**config.mk**
```make
export PLATFORM = sky130hd
export DESIGN_NAME = irq_aggregator
export DESIGN_NICKNAME = d
export VERILOG_FILES = /design/src/rtl/irq_agg_pkg.sv /design/src/rtl/irq_status_bank.sv /design/src/rtl/irq_out_latch.sv /design/src/rtl/irq_aggregator.sv
export SDC_FILE = /design/constraint.sdc
export NUM_CORES = 1
export LEC_CHECK = 0
export BUFFER_PORTS_ARGS = -buffer_cell sky130_fd_sc_hd__clkbuf_2
export CORE_ASPECT_RATIO = 0.9
export CORE_MARGIN = 3
export CORE_UTILIZATION = 28
export DETAILED_ROUTE_END_ITERATION = 10
export MAX_ROUTING_LAYER = met4
export PLACE_DENSITY_LB_ADDON = 0.15
export SYNTH_ARGS = -nofsm -noshare
export SYNTH_HDL_FRONTEND = slang
export SYNTH_SLANG_ARGS = --single-unit
```
**constraint.sdc**
```tcl
create_clock -name clk -period 1.5 [get_ports clk]
set_input_delay 0.3 -clock clk [delete_from_list [all_inputs] [get_ports clk]]
set_output_delay 0.3 -clock clk [all_outputs]
set_load 0.01 [all_outputs]
```
**src/rtl/irq_agg_pkg.sv**
```systemverilog
package irq_agg_pkg;

    localparam int DATA_W     = 32;
    localparam int ADDR_W     = 3;
    localparam int GRP_A_W    = 6;
    localparam int GRP_B_W    = 11;
    localparam int TOP_W      = 10;
    localparam int SUM_A_BIT  = 0;
    localparam int SUM_B_BIT  = 1;
    localparam int DIRECT_LO  = 2;
    localparam int DIRECT_W   = TOP_W - DIRECT_LO;
    localparam int MASTER_BIT = 31;
    localparam int PIN_EN_BIT = 0;

    typedef enum logic [ADDR_W-1:0] {
        SEL_A_STAT = 3'd0,
        SEL_A_EN   = 3'd1,
        SEL_B_STAT = 3'd2,
        SEL_B_EN   = 3'd3,
        SEL_T_STAT = 3'd4,
        SEL_T_EN   = 3'd5,
        SEL_CFG    = 3'd6
    } reg_sel_e;

    typedef struct packed {
        logic              wr;
        reg_sel_e          sel;
        logic [DATA_W-1:0] data;
    } bus_req_t;

    function automatic logic hit(input bus_req_t req, input reg_sel_e s);
        return req.wr && (req.sel == s);
    endfunction

endpackage

```
**src/rtl/irq_status_bank.sv**
```systemverilog
module irq_status_bank
    import irq_agg_pkg::*;
#(
    parameter int W          = 6,
    parameter bit HAS_MASTER = 1'b0
) (
    input  logic              clk,
    input  logic              rst,
    input  logic [W-1:0]      evt,
    input  logic              stat_wr,
    input  logic              en_wr,
    input  logic [DATA_W-1:0] wdata,
    output logic [W-1:0]      stat_o,
    output logic [W-1:0]      en_o,
    output logic              master_o,
    output logic              req_o
);

    logic [W-1:0] stat_q;
    logic [W-1:0] en_q;
    logic [W-1:0] clr_mask;

    assign clr_mask = stat_wr ? wdata[W-1:0] : '0;

    always_ff @(posedge clk) begin
        if (rst) begin
            stat_q <= '0;
        end else begin
            stat_q <= (stat_q & ~clr_mask) | evt;
        end
    end

    always_ff @(posedge clk) begin
        if (rst) begin
            en_q <= '0;
        end else if (en_wr) begin
            en_q <= wdata[W-1:0];
        end
    end

    generate
        if (HAS_MASTER) begin : g_master
            logic master_q;
            always_ff @(posedge clk) begin
                if (rst) begin
                    master_q <= 1'b0;
                end else if (en_wr) begin
                    master_q <= wdata[MASTER_BIT];
                end
            end
            assign master_o = master_q;
        end else begin : g_no_master
            assign master_o = 1'b1;
        end
    endgenerate

    assign stat_o = stat_q;
    assign en_o   = en_q;
    assign req_o  = (|(stat_q & en_q)) & master_o;

endmodule

```
**src/rtl/irq_out_latch.sv**
```systemverilog
module irq_out_latch (
    input  logic clk,
    input  logic rst,
    input  logic pin_en,
    input  logic req,
    output logic irq
);

    logic irq_q;

    always_ff @(posedge clk) begin
        if (rst) begin
            irq_q <= 1'b0;
        end else if (pin_en) begin
            irq_q <= req;
        end
    end

    assign irq = irq_q;

endmodule

```
**src/rtl/irq_aggregator.sv**
```systemverilog
module irq_aggregator
    import irq_agg_pkg::*;
(
    input  logic                clk,
    input  logic                rst,
    input  logic [GRP_A_W-1:0]  evt_a,
    input  logic [GRP_B_W-1:0]  evt_b,
    input  logic [DIRECT_W-1:0] evt_t,
    input  logic                bus_wr,
    input  logic [ADDR_W-1:0]   bus_addr,
    input  logic [DATA_W-1:0]   bus_wdata,
    output logic [DATA_W-1:0]   bus_rdata,
    output logic                irq
);

    bus_req_t           req;
    logic [GRP_A_W-1:0] stat_a, en_a;
    logic [GRP_B_W-1:0] stat_b, en_b;
    logic [TOP_W-1:0]   stat_t, en_t, evt_top;
    logic               master_a, master_b;
    logic               req_a, req_b, req_t, top_master;
    logic               pin_en;

    assign req.wr   = bus_wr;
    assign req.sel  = reg_sel_e'(bus_addr);
    assign req.data = bus_wdata;

    irq_status_bank #(.W(GRP_A_W), .HAS_MASTER(1'b1)) u_bank_a (
        .clk      (clk),
        .rst      (rst),
        .evt      (evt_a),
        .stat_wr  (hit(req, SEL_A_STAT)),
        .en_wr    (hit(req, SEL_A_EN)),
        .wdata    (req.data),
        .stat_o   (stat_a),
        .en_o     (en_a),
        .master_o (master_a),
        .req_o    (req_a)
    );

    irq_status_bank #(.W(GRP_B_W), .HAS_MASTER(1'b0)) u_bank_b (
        .clk      (clk),
        .rst      (rst),
        .evt      (evt_b),
        .stat_wr  (hit(req, SEL_B_STAT)),
        .en_wr    (hit(req, SEL_B_EN)),
        .wdata    (req.data),
        .stat_o   (stat_b),
        .en_o     (en_b),
        .master_o (master_b),
        .req_o    (req_b)
    );

    always_comb begin
        evt_top                               = '0;
        evt_top[SUM_A_BIT]                    = req_a;
        evt_top[SUM_B_BIT]                    = req_b;
        evt_top[TOP_W-1:DIRECT_LO]            = evt_t;
    end

    irq_status_bank #(.W(TOP_W), .HAS_MASTER(1'b0)) u_bank_t (
        .clk      (clk),
        .rst      (rst),
        .evt      (evt_top),
        .stat_wr  (hit(req, SEL_T_STAT)),
        .en_wr    (hit(req, SEL_T_EN)),
        .wdata    (req.data),
        .stat_o   (stat_t),
        .en_o     (en_t),
        .master_o (top_master),
        .req_o    (req_t)
    );

    always_ff @(posedge clk) begin
        if (rst) begin
            pin_en <= 1'b0;
        end else if (hit(req, SEL_CFG)) begin
            pin_en <= req.data[PIN_EN_BIT];
        end
    end

    irq_out_latch u_latch (
        .clk    (clk),
        .rst    (rst),
        .pin_en (pin_en),
        .req    (req_t),
        .irq    (irq)
    );

    always_comb begin
        bus_rdata = '0;
        unique case (req.sel)
            SEL_A_STAT: bus_rdata[GRP_A_W-1:0] = stat_a;
            SEL_A_EN: begin
                bus_rdata[GRP_A_W-1:0] = en_a;
                bus_rdata[MASTER_BIT]  = master_a;
            end
            SEL_B_STAT: bus_rdata[GRP_B_W-1:0] = stat_b;
            SEL_B_EN:   bus_rdata[GRP_B_W-1:0] = en_b;
            SEL_T_STAT: bus_rdata[TOP_W-1:0]   = stat_t;
            SEL_T_EN:   bus_rdata[TOP_W-1:0]   = en_t;
            SEL_CFG:    bus_rdata[PIN_EN_BIT]  = pin_en;
            default:    bus_rdata = '0;
        endcase
    end

endmodule

```
==> out/qor.yml, run 1 <==
synth-seq-cells: 57
critPathLaunchType: "flop"
status: "finished with violations"
diodes: 0
cts_buffer_depth: 2
leakage_nw: 1.57
maxCapViolCount: 0
drive_gt1_frac: 0.370
mappedNetlistArea_um2: 2820
drt-total-wl_um: 8820
die_w_um: 112
nNetsFinal: 491
hold_violations: 0
setup_viol: 8
vdd_drop_max_mv: 0.520
overflow: 0
gr-usage-all-layers: 0.160
cts_hold_buf: 0
crit_path_max_incr_delay_ps: 460
die_y_um: 101
yosys_warnings: 0
rsz0062_at_grt: "true"
wl_per_cell_um: 15.8
worstSkewPairLatency_ps: 330
cts_root_buffer: "clkbuf_8"
synthSimpleGateAreaFrac: 0.216
synthFlopType: "dfxtp_1"
path_cells: "mux4_2, mux2_4, buf_6"
slew-limit-headroom: 0.631
place.gp.congestion: 0.776
cts_tree: "done"
route.detailed.drc: 0
fillCellCount: 1033
synth.avg_cell_area_um2: 8.21
min_from: "evt_b[9]"
finalCriticalPeriod_ps: 1830
synth-xor-area-share: 0
drtIter0Drc: 118
critPathSlowestCell: "mux4_2"
synth_edf_count: 0
multi_input_area_um2: 1570
antenna_found_initial: 0
start_util: 0.289
ys_seq_area_frac: 0.405
path_max_fanout: 2
coreArea_um2: 9740
fin_tns_setup_ps: -1090
ios: 96
dieArea_um2: 11300
dr.pass1.iters: 4
hpwl_um: 6620
dr_total_vias: 2651
ant_nets: 0
grt_pass1_wl_um: 13600
end_kind: "output pin"
final_common_cell: "nand2_1"
hp-class: "input pin to flop"
async_flop_share: 0
grt_max_degree: 28
timing.fmax_mhz: 546
via_per_inst: 4.75
regArea_um2: 1170
fin_ws_ps: -332
post-route-period-util: 1.22
area_growth_pct: 34.9
tightestPinTransition_ps: 554
worstSetupPathType: "flop to output pin"
synth_adder_area_share: 0
layout_common_cells: "nand2_1 (75), a21oi_1 (49), clkbuf_2 (49), nor2_1 (43), buf_4 (33)"
synth_compound_area_frac: 0.174
cts_sinks: 57
grt_pass1_vias: 2566
synth_top_family_by_area: "simple AND/OR/NAND/NOR gates"
path_clk_slew_ps: 60
synthCells: 343
rows: 34
cts_buffers: 9
cts_max_level: 3
cp-startpoint: "u_bank_t.en_o[0]$_SDFFE_PP0P_"
fin_worst_skew_ps: 7.73
ys_types: 38
cellPowerDensity_nw_per_um2: 984
crit_family: "multiplexers"
violations: "setup timing"
required_ps: 1200
reg2reg_from: "u_bank_b.en_o[6]$_SDFFE_PP0P_"
path_buf_inv: 1
hold_ws_ps: 168
cp.arrival_ps: 1530
portBuffers: 55
drv_slew: 0
synthMuxAreaShare: 0.104
-- flip-flops by register name, indices dropped and copies added, names as in the netlist --
name	cells
u_bank_a.en_o	6
u_bank_a.master_o	1
u_bank_t.en_o	10
u_bank_b.stat_o	11
pin_en	1
u_bank_a.stat_o	6
u_latch.irq	1
u_bank_t.stat_o	10
u_bank_b.en_o	11
-- where the power goes --
| group | switching (mW) | leakage, nW | internal, mW |
|---|---|---|---|
| Clock | 0.596 | 0.106 | 0.970 |
| Sequential | 0.0607 | 0.478 | 1.59 |
| Combinational | 0.276 | 0.990 | 0.243 |
| Total | 0.933 | 1.57 | 2.80 |
-- logic make-up after synthesis --
| group | Yosys count |
|---|---|
| DFF | 57 |
| buffers and inverters | 41 |
| and+or+nand+nor | 138 |
| muxes | 26 |
| AOI/OAI and AO/OA | 80 |
| other | 1 |
-- worst paths after layout --
check,slack [ps],to,cells past startpoint
hold reg to reg,470,u_bank_t.en_o[7]$_SDFFE_PP0P_,2
hold / removal,170,u_bank_b.stat_o[9]$_SDFF_PP0_,3
setup reg to reg,110,u_bank_t.stat_o[1]$_SDFF_PP0_,5
setup / recovery,-330,bus_rdata[0],3
-- layer usage --
| layer | vias to the layer above | GRT usage | share of wire |
|---|---|---|---|
| li1 | 1319 | - | - |
| met4 | 0 | 0.0393 | 0.0079 |
| met3 | 6 | 0.0414 | 0.066 |
| met1 | 1237 | 0.216 | 0.49 |
| met5 | - | - | 0 |
| met2 | 89 | 0.242 | 0.44 |
-- layout make-up --
cell class / count / share of cell area
Timing Repair Buffer: 95 / 0.180
Multi-Input combinational cell: 264 / 0.413
Tap cell: 126 / 0.0415
Clock buffer: 12 / 0.0382
Inverter: 1 / 0.000988
Clock inverter: 3 / 0.0171
Sequential cell: 57 / 0.309
-- worst min-delay path: stages --
cell,delay [ps]
clkbuf_2,80
a21oi_1,30
nor2_1,60
-- Yosys cell counts (2+ instances only) --
cell type,instances,area (um^2)
a22oi_1,8,60.1
buf_6,3,33.8
mux2i_1,21,210
buf_4,27,203
nand2_1,75,282
a211oi_1,2,15.0
a32o_1,2,20.0
nor3b_1,2,15.0
buf_2,3,15.0
a22o_1,2,17.5
mux2_2,2,22.5
clkbuf_1,7,26.3
nor2b_1,4,25.0
nor2_1,43,161
nand3_1,2,10.0
a222oi_1,2,20.0
a221oi_1,3,26.3
o22ai_1,4,25.0
nand2b_1,2,12.5
a21oi_1,50,250
a221o_1,2,20.0
dfxtp_1,57,1140
a31oi_1,2,12.5
and3_1,3,18.8
mux4_2,2,45.0
-- per-stage QoR --
step	cells	power [mW]	util	worst slack, ps	area, um^2
final	558	3.74	0.390	-332	3800
after global routing	558	3.91	0.390	-380	3800
after CTS	558	3.77	0.385	-361	3750
after detailed placement	532	2.13	0.343	-279	3340
after global placement	532	2.13	0.343	-287	3340
after floorplan	362	1.95	-	6.78	2890
-- repair_timing --
action	in CTS	in global routing
setup endpoints to repair	12	10
buffers inserted	12	0
gates resized for setup	45	14
pin swaps	10	2
No activity file was read; power rests on OpenSTA's default activity.
==> run 2: changes to the inputs <==
--- a/config.mk
+++ b/config.mk
@@ -7,11 +7,11 @@
 export LEC_CHECK = 0
 export BUFFER_PORTS_ARGS = -buffer_cell sky130_fd_sc_hd__clkbuf_2
 export CORE_ASPECT_RATIO = 0.9
-export CORE_MARGIN = 3
 export CORE_UTILIZATION = 28
 export DETAILED_ROUTE_END_ITERATION = 10
 export MAX_ROUTING_LAYER = met4
 export PLACE_DENSITY_LB_ADDON = 0.15
+export SKIP_LAST_GASP = 1
 export SYNTH_ARGS = -nofsm -noshare
 export SYNTH_HDL_FRONTEND = slang
 export SYNTH_SLANG_ARGS = --single-unit
==> constraint.sdc (replaced) <==
create_clock -name clk -period 1.5 [get_ports clk]
set_input_delay 0.3 -clock clk [delete_from_list [all_inputs] [get_ports clk]]
set_output_delay 0.3 -clock clk [all_outputs]
set_load 0.1 [all_outputs]
==> out/qor.yml, run 2 (same netlist as run 1, synthesis figures left out) <==
start_util: 0.290  # was 0.289
dr_total_vias: 2684  # was 2,651
hp-class: "input pin to flop"  # unchanged
rr_worst_depth: 4  # was 5
place.gp.congestion: 0.847  # was 0.776
ios: 96  # unchanged
gr-usage-all-layers: 0.187  # was 0.160
leakage_nw: 1.72  # was 1.57 nW
route.detailed.drc: 0  # unchanged
via_per_inst: 4.72  # was 4.75
fin_worst_skew_ps: 5.91  # was 7.73 ps
cts_root_buffer: "clkbuf_8"  # unchanged
hold_violations: 0  # unchanged
crit_path_max_incr_delay_ps: 460  # about the same
final_common_cell: "nand2_1"  # unchanged
status: "finished with violations"  # unchanged
worstSkewPairLatency_ps: 350  # was 330 ps
fin_ws_ps: -411  # was -332 ps
cp.arrival_ps: 1610  # was 1530 ps
post-route-util: 0.443  # was 0.390
holdPathStages: 3  # unchanged
die_w_um: 108  # was 112 um
path_clk_slew_ps: 70  # was 60 ps
drtIter0Drc: 106  # was 118
maxCapViolCount: 0  # unchanged
rsz0062_at_grt: "true"  # unchanged
ant_nets: 0  # unchanged
dieArea_um2: 10500  # was 11,300 um^2
setup_viol: 9  # was 8
antenna_found_initial: 0  # unchanged
grt_pass1_wl_um: 14200  # was 13,600 um
area_growth_pct: 52.8  # was 34.9%
path_max_fanout: 2  # unchanged
wl_per_cell_um: 15.7  # was 15.8 um
overflow: 0  # unchanged
place_ws_ps: -381  # was -279 ps
crit_family: "multiplexers"  # unchanged
critPathSlowestCell: "mux4_2"  # unchanged
nNetsFinal: 501  # was 491
multi_input_area_um2: 1710  # was 1570 um^2
diodes: 0  # unchanged
cellPowerDensity_nw_per_um2: 952  # was 984 nW/um^2
hpwl_um: 6480  # was 6620 um
dr.pass1.iters: 4  # unchanged
worstSetupPathType: "flop to output pin"  # unchanged
cts_buffers: 9  # unchanged
cts_sinks: 57  # unchanged
hold-path-endpoint: "u_bank_a.stat_o[4]$_SDFF_PP0_"  # was u_bank_b.stat_o[9]$_SDFF_PP0_
grt_pass1_vias: 2612  # was 2,566
grt_max_degree: 48  # was 28
coreArea_um2: 9700  # was 9740 um^2
min_from: "evt_a[4]"  # was evt_b[9]
cts_tree: "done"  # unchanged
layout_common_cells: "nand2_1 (75), a21oi_1 (46), nor2_1 (41), clkbuf_2 (39), buf_4 (36)"  # was nand2_1 (75), a21oi_1 (49), clkbuf_2 (49), nor2_1 (43), buf_4 (33)
cts_hold_buf: 0  # unchanged
critPathLaunchType: "flop"  # unchanged
cts_max_level: 3  # unchanged
timing.fmax_mhz: 523  # was 546 MHz
cts_buffer_depth: 2  # unchanged
violations: "setup timing"  # unchanged
drt-total-wl_um: 8910  # was 8820 um
regArea_um2: 1180  # was 1170 um^2
end_kind: "output pin"  # unchanged
rows: 34  # unchanged
regToRegSetupSlack_ps: 250  # was 110 ps
fin_tns_setup_ps: -2060  # was -1090 ps
path_cells: "mux4_2, mux2_4, buf_12"  # was mux4_2, mux2_4, buf_6
die_y_um: 97.1  # was 101 um
fillCellCount: 988  # was 1,033
portBuffers: 55  # unchanged
path_buf_inv: 1  # unchanged
finalCriticalPeriod_ps: 1910  # was 1830 ps
required_ps: 1200  # about the same
drive_gt1_frac: 0.418  # was 0.370
vdd_drop_max_mv: 0.628  # was 0.520 mV
reg2reg_from: "u_bank_b.stat_o[6]$_SDFF_PP0_"  # was u_bank_b.en_o[6]$_SDFFE_PP0P_
drv_slew: 0  # unchanged
timing.rr.end: "u_bank_t.stat_o[1]$_SDFF_PP0_"  # unchanged
post-route-period-util: 1.27  # was 1.22
## run 2: cell count changes in the layout (fill, tap and decap cells not counted), sizes merged
cell	previous run	this run
clkinvlp	0	1
buf	43	62
bufinv	2	1
clkbuf	64	51
clkinv	1	4
bufbuf	0	2
## run 2: layer usage
metal  up-vias  global-route usage  wire, um  part of all wire
li1       1340                   -         -                 -
met1      1247               0.248      4150              0.47
met2        87               0.282      4190              0.47
met3        10              0.0423       459             0.052
met4         0              0.0590       110             0.012
met5         -                   -         0                 0
## run 2: power breakdown
part           switching, mW  internal, mW
combinational          0.630         0.368
sequential            0.0681          1.59
clock                  0.642         0.799
total                   1.34          2.75
## run 2: worst max path at each step
stage | start | endpoint | slack [ps] | cells past startpoint
2_1_floorplan | bus_addr[2] | bus_rdata[2] | -320 | 7
3_3_place_gp | bus_addr[2] | bus_rdata[2] | -330 | 7
3_5_place_dp | bus_addr[2] | bus_rdata[4] | -380 | 7
4_1_cts | u_bank_a.en_o[0]$_SDFFE_PP0P_ | bus_rdata[0] | -430 | 3
5_1_grt | u_bank_t.en_o[0]$_SDFFE_PP0P_ | bus_rdata[0] | -450 | 3
6_report | u_bank_a.en_o[0]$_SDFFE_PP0P_ | bus_rdata[0] | -410 | 3
## run 2: worst reg2reg max path, stage by stage, from the launching register on
cell      delay (ps)
dfxtp_1          330
a22o_1           240
a221oi_1         270
and3_1           210
a31oi_1           70
## run 2: what timing repair did
| action | 4_1_cts | 5_1_grt |
|---|---|---|
| gates resized for setup | 54 | 15 |
| buffers inserted | 14 | 2 |
| pin swaps | 7 | 5 |
| gates cloned | 2 | 0 |
| endpoints found under the setup margin | 12 | 12 |
## run 2: area by class of cell
cell class / count / share of cell area
repair buffers: 105 / 0.246
inverters: 1 / 0.000873
well taps: 126 / 0.0367
clock inverters: 6 / 0.0134
clock buffers: 10 / 0.0320
flip-flops and latches: 57 / 0.274
multi-input cells: 264 / 0.397
## run 2: metrics by stage
stage               hold WS [ps]  instances  power, mW  instance area [um^2]
finish                       154        569       4.09                  4300
global route                 158        569       4.27                  4300
CTS                          147        567       4.11                  4240
detailed placement           467        536       2.57                  3690
global placement             460        536       2.57                  3690
floorplan                    417        362       2.33                  3060
